--- config.mk ---
export PLATFORM = sky130hd
export DESIGN_NAME = flit_replay_buffer
export DESIGN_NICKNAME = d
export VERILOG_FILES = /design/src/rtl/fb_pkg.sv /design/src/rtl/fb_store.sv /design/src/rtl/fb_confirm_pipe.sv /design/src/rtl/fb_pointers.sv /design/src/rtl/flit_replay_buffer.sv
export SDC_FILE = /design/constraint.sdc
export NUM_CORES = 1
export LEC_CHECK = 0
export ABC_CLOCK_PERIOD_IN_PS = 7300
export BUFFER_PORTS_ARGS = -buffer_cell sky130_fd_sc_hd__buf_4
export CAP_MARGIN = 0
export CORE_UTILIZATION = 64
export DETAILED_ROUTE_END_ITERATION = 7
export PLACE_DENSITY = 0.94
export SLEW_MARGIN = 20
export SYNTH_ARGS = -nofsm -noshare
export SYNTH_HDL_FRONTEND = slang
export SYNTH_HIERARCHICAL = 1
export SYNTH_SLANG_ARGS = --single-unit
--- constraint.sdc ---
create_clock -name clk -period 7.3 [get_ports clk]
set_clock_uncertainty 0.2 [all_clocks]
set_input_delay 0.73 -clock clk [delete_from_list [all_inputs] [get_ports clk]]
set_output_delay 0.73 -clock clk [all_outputs]
set_load 0.01 [all_outputs]
--- src/rtl/fb_pkg.sv ---
package fb_pkg;
   // Width of a pointer with one extra wrap bit for a given depth.
   function automatic int ptr_width(input int depth);
      return $clog2(depth) + 1;
   endfunction

   function automatic bit is_pow2(input int v);
      return (v > 0) && ((v & (v - 1)) == 0);
   endfunction
endpackage

--- src/rtl/fb_store.sv ---
module fb_store #(
   parameter int FLIT_W = 32,
   parameter int DEPTH  = 8,
   localparam int AW    = $clog2(DEPTH)
) (
   input  logic              clk,
   input  logic              we,
   input  logic [AW-1:0]     wr_idx,
   input  logic [FLIT_W-1:0] wr_data,
   input  logic [AW-1:0]     rd_idx,
   output logic [FLIT_W-1:0] rd_data
);
   logic [FLIT_W-1:0] slot_q [DEPTH];

   always_ff @(posedge clk) begin
      if (we) slot_q[wr_idx] <= wr_data;
   end

   assign rd_data = slot_q[rd_idx];
endmodule

--- src/rtl/fb_confirm_pipe.sv ---
module fb_confirm_pipe #(
   parameter int LAT = 4
) (
   input  logic clk,
   input  logic rst_n,
   input  logic take,
   input  logic flush,
   output logic retire
);
   logic [LAT-1:0] stage_q;

   generate
      if (LAT == 1) begin : g_single
         always_ff @(posedge clk) begin
            if (!rst_n)     stage_q <= '0;
            else if (flush) stage_q <= '0;
            else            stage_q <= take;
         end
      end else begin : g_chain
         always_ff @(posedge clk) begin
            if (!rst_n)     stage_q <= '0;
            else if (flush) stage_q <= '0;
            else            stage_q <= {stage_q[LAT-2:0], take};
         end
      end
   endgenerate

   // A take leaving the last stage during a flush is discarded.
   assign retire = stage_q[LAT-1] & ~flush;
endmodule

--- src/rtl/fb_pointers.sv ---
module fb_pointers #(
   parameter int DEPTH = 8,
   localparam int AW   = $clog2(DEPTH),
   localparam int PW   = AW + 1
) (
   input  logic          clk,
   input  logic          rst_n,
   input  logic          push,
   input  logic          take,
   input  logic          retire,
   input  logic          rollback,
   output logic          wr_ready,
   output logic          rd_valid,
   output logic [AW-1:0] wr_idx,
   output logic [AW-1:0] rd_idx,
   output logic [PW-1:0] tail_ptr,
   output logic [PW-1:0] head_ptr,
   output logic [PW-1:0] rec_ptr
);
   logic [PW-1:0] tail_q, head_q, rec_q;
   logic [PW-1:0] held;

   always_ff @(posedge clk) begin
      if (!rst_n) begin
         tail_q <= '0;
         head_q <= '0;
         rec_q  <= '0;
      end else begin
         if (push)          tail_q <= tail_q + PW'(1);
         if (rollback)      head_q <= rec_q;
         else if (take)     head_q <= head_q + PW'(1);
         if (retire)        rec_q  <= rec_q + PW'(1);
      end
   end

   assign held     = tail_q - rec_q;
   assign wr_ready = (held != PW'(DEPTH));
   assign rd_valid = (head_q != tail_q);
   assign wr_idx   = tail_q[AW-1:0];
   assign rd_idx   = head_q[AW-1:0];
   assign tail_ptr = tail_q;
   assign head_ptr = head_q;
   assign rec_ptr  = rec_q;
endmodule

--- src/rtl/flit_replay_buffer.sv ---
module flit_replay_buffer #(
   parameter int FLIT_W      = 32,
   parameter int DEPTH       = 8,
   parameter int CONFIRM_LAT = 4
) (
   input  logic              clk,
   input  logic              rst_n,
   input  logic              wr_valid,
   input  logic [FLIT_W-1:0] wr_data,
   output logic              wr_ready,
   output logic              rd_valid,
   output logic [FLIT_W-1:0] rd_data,
   input  logic              grant,
   input  logic              err_detect
);
   localparam int AW = $clog2(DEPTH);
   localparam int PW = fb_pkg::ptr_width(DEPTH);

   generate
      if (!fb_pkg::is_pow2(DEPTH) || DEPTH < 2) begin : g_bad_depth
         $fatal(1, "flit_replay_buffer: DEPTH must be a power of two >= 2");
      end
      if (CONFIRM_LAT < 1) begin : g_bad_lat
         $fatal(1, "flit_replay_buffer: CONFIRM_LAT must be at least 1");
      end
      if (FLIT_W < 1) begin : g_bad_width
         $fatal(1, "flit_replay_buffer: FLIT_W must be positive");
      end
   endgenerate

   logic          push, take, retire;
   logic [AW-1:0] wr_idx, rd_idx;
   logic [PW-1:0] tail_ptr, head_ptr, rec_ptr;

   assign push = wr_valid & wr_ready;
   assign take = grant & rd_valid & ~err_detect;

   fb_pointers #(.DEPTH(DEPTH)) u_ptr (
      .clk      (clk),
      .rst_n    (rst_n),
      .push     (push),
      .take     (take),
      .retire   (retire),
      .rollback (err_detect),
      .wr_ready (wr_ready),
      .rd_valid (rd_valid),
      .wr_idx   (wr_idx),
      .rd_idx   (rd_idx),
      .tail_ptr (tail_ptr),
      .head_ptr (head_ptr),
      .rec_ptr  (rec_ptr)
   );

   fb_confirm_pipe #(.LAT(CONFIRM_LAT)) u_confirm (
      .clk    (clk),
      .rst_n  (rst_n),
      .take   (take),
      .flush  (err_detect),
      .retire (retire)
   );

   fb_store #(.FLIT_W(FLIT_W), .DEPTH(DEPTH)) u_store (
      .clk     (clk),
      .we      (push),
      .wr_idx  (wr_idx),
      .wr_data (wr_data),
      .rd_idx  (rd_idx),
      .rd_data (rd_data)
   );
endmodule

==> metrics, run 1 <==
outcome finished, final reports clean; DR DRC count 0; Inserted Clock Buffers 26; Placed Instances 740; crit-path max cell delay between 700 and 800 ps; Mapped Area 10,680 sq um; FF-to-FF setup slack 3730 ps; CTS clock-pin slew for the worst setup and hold paths 70 ps; number of setup buffers added after CTS 0; fraction of layout cells with a size suffix above 1 0.3218; #FFs+latches synth ~270; Root Buffer Master clkbuf_16; CP max-delay cell buf_4; hold_buf cts 0; post-synth cell types 28; most frequent cells in the layout edfxtp_1, buf_4, mux4_1; area grow syn2layout 15.60%; wire length per cell 27.36 um; min-delay src wr_data[6]; worst path cell trace buf_4 -> mux4_1 -> mux2_2 -> buf_4; WHS Path Cells 1; required time of the critical path approximately 6400 ps; final worst path period need a little over 4000 ps; DP HPWL 10,810 um; critical path launch point type register; Yosys warnings 6; H-Tree Depth 1; Final setup viols 0; initial antenna violation count 0; via/cell ratio 6.292; Final Hold Fails 0; RSZ-0062 raised after global routing no; Rows 46; post-route setup TNS 0 ps; number of max-cap violations 0; Ports 71; die width around 130 um; n_diodes 0; clk_lat worst skew 520 ps; grt ovf 0; Initial Utilization 0.6629; worst hold endpoint u_store/slot_q[3][6]; vias after detailed routing 4,996; Slew HR 0.2827; PwrDens 258.9 nW/um^2; Die Y-Extent 131.2 um; worst hold path type primary input to register; GP Congestion 0.7582; Syn Inst Count 473; slew at the pin closest to its max-slew limit 1076 ps; CTS resizes 0; core area approximately 16,000 sq um; Mean Syn Cell Area 22.59 sq um; Worst Reg-to-Reg Cells 8; Final ANT Viol Nets 0; Pwr Total 3.197 mW; Num Clock Sinks 272; R2R Path Start u_ptr/tail_ptr[1]; maximum vdd drop 0.2201 mV; nets@finish 601; LEAKAGE approximately 4.1 nW; Crit Path Max Fanout 48; Final Max Slew Viols 0; vias in the first global route 5,113; final cell count without fillers 794; die area between 15,000 and 20,000 sq um; first-pass detailed-route iteration total 4; port bufs 70; fmax around 250 MHz; clock buffer depth 3; crit path DAT 3090 ps; global-route wire length before repair 29,680 um; gr usage total 0.2359; CTS tree built; total wire length around 22,000 um; Crit. End Element output pin; fin crit share 0.5508; commonest non-fill, non-tap cell in the layout edfxtp_1; worst reg2reg path endpoint u_store/slot_q[5][17]; kind of critical path register to output pin; Seq/Total Area, Yosys 0.7496; initial DRC count 460; syn_nets 516; largest net degree at the start of global routing 68; CP most frequent cell buf_4
[Yosys cell counts]
master | number | area, sq um
edfxtp_1 | 256 | 7687
mux4_1 | 40 | 1051
mux2_2 | 32 | 360.4
mux4_2 | 24 | 540.5
dfxtp_1 | 16 | 320.3
and2_1 | 11 | 68.82
nand2_1 | 10 | 37.54
xnor2_1 | 9 | 78.83
buf_6 | 7 | 78.83
buf_2 | 6 | 30.03
buf_4 | 6 | 45.04
ha_1 | 6 | 75.07
nor2_1 | 6 | 22.52
and3b_1 | 5 | 43.79
xor2_1 | 5 | 43.79
buf_1 | 4 | 15.01
inv_1 | 4 | 15.01
mux2i_1 | 4 | 40.04
nand4_1 | 4 | 25.02
o21ai_0 | 4 | 20.02
nand2b_1 | 3 | 18.77
nor2b_1 | 3 | 18.77
clkbuf_1 | 2 | 7.510
nor3_1 | 2 | 10.01
a21o_1 | 1 | 7.510
nand3b_1 | 1 | 7.510
nor4_1 | 1 | 6.260
o211ai_1 | 1 | 7.510
[power breakdown]
group / switching (mW) / leakage [nW] / internal (mW)
Combinational: 0.0880 / 1.23 / 0.0822
Clock: 0.555 / 0.397 / 0.711
Sequential: 0.0160 / 2.46 / 1.74
Total: 0.659 / 4.08 / 2.54
[layer usage]
metal	part of all wire	track usage	wire length (um)	vias to the layer above
met5	0	0	0	-
met4	0.028	0.09281	614	0
met3	0.048	0.03241	1052	40
met2	0.53	0.3989	11620	216
met1	0.39	0.3153	8435	2588
li1	-	-	-	2152
[final cells by class]
class	count	area, sq um
fillers	823	3766
repair buffers	82	715.7
well taps	216	270.3
multi-input cells	172	2539
clock buffers	33	698.2
flip-flops and latches	272	8014
inverters	4	15.01
clock inverters	15	97.59
[worst max path at each step]
| stage | endpoint | start | slack, ps | cells past startpoint |
|---|---|---|---|---|
| floorplan | u_store/slot_q[0][0] | u_ptr/rec_ptr[1] | 2730 | 8 |
| global placement | u_store/slot_q[5][20] | u_ptr/tail_ptr[1] | 3760 | 7 |
| detailed placement | u_store/slot_q[1][20] | u_ptr/tail_ptr[1] | 3650 | 7 |
| CTS | rd_data[12] | u_ptr/head_ptr[0] | 3300 | 4 |
| global route | rd_data[24] | u_ptr/head_ptr[0] | 3150 | 4 |
| finish | rd_data[24] | u_ptr/head_ptr[0] | 3280 | 4 |
[metrics by stage]
stage	cell area, sq um	setup WS, ps	utilization	hold slack [ps]
2_1_floorplan	10680	2725	-	239.9
3_3_place_gp	11410	3763	0.7079	243.5
3_5_place_dp	11410	3649	0.7079	250.0
4_1_cts	12200	3301	0.7573	228.0
5_1_grt	12350	3153	0.7663	224.2
6_report	12350	3279	0.7663	236.5
[worst max-delay path, delay by kind of cell, from the launching register on]
family | cells | cell delay (ps)
flops | 1 | 580
mux | 2 | 1020
buf+inv | 2 | 890
[kinds of logic (layout without fill, tap and decap cells)]
family | after synthesis | count (layout) | synth area share
AOI/OAI and AO/OA | 6 | 6 | 0.003280
xor gates and xnor gates | 14 | 14 | 0.01148
adders and majority gates | 6 | 6 | 0.007027
buffers and inverters | 29 | 134 | 0.01792
DFF | 272 | 272 | 0.7496
muxes | 100 | 100 | 0.1865
and+or+nand+nor | 46 | 46 | 0.02425
[registers in the layout (all words and copies together) (netlist names)]
register	cells
u_store/slot_q	256
u_confirm/stage_q	4
u_ptr/head_ptr	4
u_ptr/rec_ptr	4
u_ptr/tail_ptr	4
Power figures use the tool's default switching activity.
==> run 2: changes to the inputs <==
--- a/config.mk
+++ b/config.mk
@@ -5,12 +5,12 @@
 export SDC_FILE = /design/constraint.sdc
 export NUM_CORES = 1
 export LEC_CHECK = 0
-export ABC_CLOCK_PERIOD_IN_PS = 7300
+export ABC_CLOCK_PERIOD_IN_PS = 3900
 export BUFFER_PORTS_ARGS = -buffer_cell sky130_fd_sc_hd__buf_4
 export CAP_MARGIN = 0
-export CORE_UTILIZATION = 64
+export CORE_UTILIZATION = 60
 export DETAILED_ROUTE_END_ITERATION = 7
-export PLACE_DENSITY = 0.94
+export PLACE_DENSITY = 0.89
 export SLEW_MARGIN = 20
 export SYNTH_ARGS = -nofsm -noshare
 export SYNTH_HDL_FRONTEND = slang
==> constraint.sdc (replaced) <==
create_clock -name clk -period 3.9 [get_ports clk]
set_clock_uncertainty 0.2 [all_clocks]
set_input_delay 0.39 -clock clk [delete_from_list [all_inputs] [get_ports clk]]
set_output_delay 0.39 -clock clk [all_outputs]
set_load 0.01 [all_outputs]
==> metrics, run 2 (synthesis results as in run 1) <==
outcome finished, final reports clean; maximum vdd drop between 0.3 and 0.4 mV; area grow syn2layout 18.63%; critical path depth 8; commonest non-fill, non-tap cell in the layout edfxtp_1; crit path to u_store/slot_q[1][10]; RSZ-0062 raised after global routing no; worst hold path type primary input to register; kind of critical path register to register; FF-to-FF setup slack roughly 480 ps; via/cell ratio 6.160; footprint of the multi-input gates 2551 sq um; # fillers 947; Ports 71; final worst path period need 3418 ps; FF/Latch Area 8014 sq um; n_diodes 0; CTS resizes 0; DR DRC count 0; nets@finish 637; global-route wire length before repair ~31,000 um; initial DRC count 325; PwrDens 472.0 nW/um^2; Slew HR 0.6407; Crit. Startpoint u_ptr/tail_ptr[1]; Crit Path Max Fanout 12; Num Clock Sinks 272; die area 18,340 sq um; Biggest register u_store/slot_q; fin crit share 0.8765; most frequent cells in the layout edfxtp_1, buf_4, mux4_1; vias in the first global route 5,256; Final ANT Viol Nets 0; core area 17,360 sq um; required time of the critical path 3920 ps; fmax 292.6 MHz; Die Y-Extent 135.4 um; hold slack final 43.76 ps; gr usage total 0.2386; CP top delay family simple AND/OR/NAND/NOR gates; CTS clock-pin slew for the worst setup and hold paths around 60 ps; Inserted Clock Buffers 26; Critical path buffers and inverters 1; initial antenna violation count 0; CTS tree built; Rows 48; Final setup viols 0; H-Tree Depth 1; DP HPWL 11,440 um; number of max-cap violations 0; first-pass detailed-route iteration total 5; crit path DAT 3430 ps; port bufs 70; Initial Utilization 0.6155; fraction of layout cells with a size suffix above 1 0.3007; Worst Reg-to-Reg Cells 8; R2R Path Start u_ptr/tail_ptr[1]; clock buffer depth 3; critical path launch point type register; total wire length around 21,000 um; clk_lat worst skew 530 ps; worst path cell trace ha_1 -> a21o_1 -> mux2i_1 -> o211ai_1 -> and2_1 -> nand2b_1 -> nor2_4 -> buf_4; Final Hold Fails 0; CP max-delay cell dfxtp_1; LEAKAGE 4.198 nW; max reg flops approximately 260; Crit. End Element register; grt ovf 0; worst reg2reg path endpoint u_store/slot_q[1][10]; slew at the pin closest to its max-slew limit around 540 ps; Final Util 0.7302; GP Congestion 0.7163; vias after detailed routing 5,156; die width roughly 140 um; post-route setup TNS 0 ps; number of setup buffers added after CTS 0; crit-path max cell delay 610 ps; Root Buffer Master clkbuf_16; wire length per cell 25.09 um; largest net degree at the start of global routing 65; Final Max Slew Viols 0
[run 2: changes by cell type in the layout (fill, tap and decap cells not counted), sizes merged]
cell | before | now
dlygate4sd3 | 0 | 33
clkinv | 14 | 9
buf | 82 | 85
clkbuf | 33 | 35
clkinvlp | 0 | 1
[run 2: repair_timing]
action / CTS / global route
hold buffers: 33 / 0
endpoints found under the hold margin: 270 / 0
setup endpoints to repair: 0 / 0
[run 2: worst min-delay path by stage]
stage / start / to / slack [ps] / cells past startpoint
3_5_place_dp: u_confirm/stage_q[0] / u_confirm/stage_q[1] / 250 / 1
2_1_floorplan: u_confirm/stage_q[0] / u_confirm/stage_q[1] / 240 / 1
6_report: err_detect / u_confirm/stage_q[1] / 40 / 2
3_3_place_gp: u_confirm/stage_q[2] / u_confirm/stage_q[3] / 240 / 1
4_1_cts: err_detect / u_confirm/stage_q[0] / 20 / 2
5_1_grt: err_detect / u_confirm/stage_q[3] / 50 / 2
[run 2: report_power, final]
part	total, mW	switching, mW	internal, mW
Combinational	0.346	0.172	0.175
Clock	2.34	1.01	1.33
Sequential	3.29	0.0295	3.27
Total	5.98	1.22	4.77
[run 2: area by class of cell]
cell class | instances | area share
sequential | 272 | 0.6323
multi-input combinational | 172 | 0.2013
timing repair buffer | 118 | 0.08135
clock buffer | 35 | 0.05568
tap | 225 | 0.02221
clock inverter | 11 | 0.005924
inverter | 4 | 0.001185
[run 2: layer usage]
metal,track usage,vias to the layer above,share of wire
met3,0.03704,39,0.062
met4,0.07865,0,0.024
li1,-,2230,-
met2,0.4020,243,0.51
met5,0,-,0
met1,0.3228,2644,0.41
[run 2: through the flow]
step                cells  power [mW]  cell area, sq um  setup WS, ps
floorplan             473       3.502             10690         181.2
global placement      758       3.649             11560         722.9
detailed placement    758       3.670             11560         536.1
CTS                   837       6.021             12670         486.9
global route          837       6.155             12670         316.4
finish                837       5.982             12670         481.8
==> run 3: changes to the inputs <==
--- a/config.mk
+++ b/config.mk
@@ -5,7 +5,7 @@
 export SDC_FILE = /design/constraint.sdc
 export NUM_CORES = 1
 export LEC_CHECK = 0
-export ABC_CLOCK_PERIOD_IN_PS = 3900
+export ABC_CLOCK_PERIOD_IN_PS = 3400
 export BUFFER_PORTS_ARGS = -buffer_cell sky130_fd_sc_hd__buf_4
 export CAP_MARGIN = 0
 export CORE_UTILIZATION = 60
==> constraint.sdc (replaced) <==
create_clock -name clk -period 3.4 [get_ports clk]
set_clock_uncertainty 0.2 [all_clocks]
set_input_delay 0.34 -clock clk [delete_from_list [all_inputs] [get_ports clk]]
set_output_delay 0.34 -clock clk [all_outputs]
set_load 0.01 [all_outputs]
==> metrics, run 3 (synthesis results as in run 1) <==
min-delay src grant; crit path DAT 3130 ps; Final Util 0.7425; max reg flops around 260; footprint of the multi-input gates approximately 2600 sq um; commonest non-fill, non-tap cell in the layout edfxtp_1; DR DRC count 0; worst hold endpoint u_confirm/stage_q[0]; most frequent cells in the layout edfxtp_1, buf_4, mux4_1; global-route wire length before repair 29,230 um; vias in the first global route 5,176; crit-path max cell delay 590 ps; wire length per cell 23.53 um; worst hold path type primary input to register; largest net degree at the start of global routing 65; Initial Utilization 0.6155; vias after detailed routing 4,947; LEAKAGE between 4 and 5 nW; outcome finished, final reports clean; required time of the critical path 3400 ps; clock buffer depth 3; Inserted Clock Buffers 27; die width roughly 140 um; nets@finish 636; fin area around 13,000 sq um; Slew HR 0.6404; worst path cell trace ha_1 -> a21o_1 -> mux2i_1 -> o211ai_1 -> and2_1 -> nand2b_1 -> nor3_4 -> buf_12; fin crit share 0.9211; FF-to-FF setup slack 270 ps; number of max-cap violations 0; RSZ-0062 raised after global routing no; number of setup buffers added after CTS 0; Final ANT Viol Nets 0; post-route setup TNS 0 ps; CP max-delay cell dfxtp_1; Final Hold Fails 0; CP top delay family simple AND/OR/NAND/NOR gates; initial antenna violation count 1; hold_buf cts 34; port bufs 70; critical path launch point type register; slew at the pin closest to its max-slew limit 539.5 ps; area grow syn2layout 20.64%; PwrDens 562.0 nW/um^2; fmax roughly 320 MHz; Root Buffer Master clkbuf_16; H-Tree Depth 1; Final setup viols 0; CTS tree built; Die Y-Extent approximately 140 um; first-pass detailed-route iteration total 4; WHS Path Cells 3; GP Congestion 0.6809; # fillers 937; die area roughly 18,000 sq um; Worst Reg-to-Reg Cells 8; Final Max Slew Viols 0; placed cell areas approximately 12,000 sq um; gr usage total 0.2221; grt ovf 0; Critical path buffers and inverters 1; CTS clock-pin slew for the worst setup and hold paths 60 ps; FF/Latch Area around 8000 sq um; final worst path period need 3132 ps; core area 17,360 sq um; DP HPWL ~11,000 um; kind of critical path register to register; R2R Path Start u_ptr/tail_ptr[1]; total wire length about 20,000 um; Crit. End Element register; Rows 48; CTS resizes 0; Ports 71; via/cell ratio 5.903; fraction of layout cells with a size suffix above 1 0.3088; clk_lat worst skew 520 ps; Crit Path Max Fanout 32; initial DRC count 330; worst reg2reg path endpoint u_store/slot_q[0][15]; maximum vdd drop 0.5220 mV; Biggest register u_store/slot_q; Num Clock Sinks 272
==> run 3: metrics by stage <==
stage | setup slack [ps] | hold WS, ps | power, mW | instances
2_1_floorplan | -318.8 | 238.9 | 4.017 | 473
3_3_place_gp | 463.3 | 258.7 | 4.187 | 755
3_5_place_dp | 271.5 | 259.4 | 4.212 | 755
4_1_cts | 222.4 | 176.5 | 7.304 | 837
5_1_grt | 82.51 | 211.8 | 7.447 | 838
6_report | 268.4 | 191.4 | 7.243 | 838
==> run 3: power breakdown <==
| group | leakage [nW] | internal, mW | total [mW] | switching (mW) |
|---|---|---|---|---|
| sequential | 2.46 | 3.75 | 3.78 | 0.0323 |
| combinational | 1.37 | 0.206 | 0.397 | 0.191 |
| clock | 0.449 | 1.91 | 3.07 | 1.16 |
| total | 4.27 | 5.86 | 7.24 | 1.39 |
==> run 3: worst max path at each step <==
stage | startpoint | cells past startpoint | to | slack, ps
6_report | u_ptr/tail_ptr[1] | 8 | u_store/slot_q[0][15] | 270
5_1_grt | u_ptr/tail_ptr[1] | 8 | u_store/slot_q[0][15] | 80
2_1_floorplan | u_ptr/rec_ptr[1] | 8 | u_store/slot_q[1][0] | -320
4_1_cts | u_ptr/head_ptr[0] | 4 | rd_data[16] | 220
3_3_place_gp | u_ptr/tail_ptr[1] | 8 | u_store/slot_q[0][17] | 460
3_5_place_dp | u_ptr/tail_ptr[1] | 8 | u_store/slot_q[0][17] | 270
==> run 3: tightest hold or removal path, delay by kind of cell <==
kind          cells  cell delay (ps)
buf+inv           1               70
simple gates      2              470
==> run 3: metal layers <==
layer	GRT usage	wire [um]	vias up
li1	-	-	2230
met1	0.2710	7460	2492
met2	0.4023	10470	198
met3	0.03928	1377	27
met4	0.07054	419	0
met5	0	0	-
==> run 3: area by class of cell <==
type                            instances  area share
Sequential cell                       272      0.6218
Antenna cell                            1   0.0001942
Clock inverter                         17     0.01854
Timing Repair Buffer                  116     0.08485
Clock buffer                           31     0.05359
Multi-Input combinational cell        172      0.1980
Inverter                                4    0.001165
Tap cell                              225     0.02184
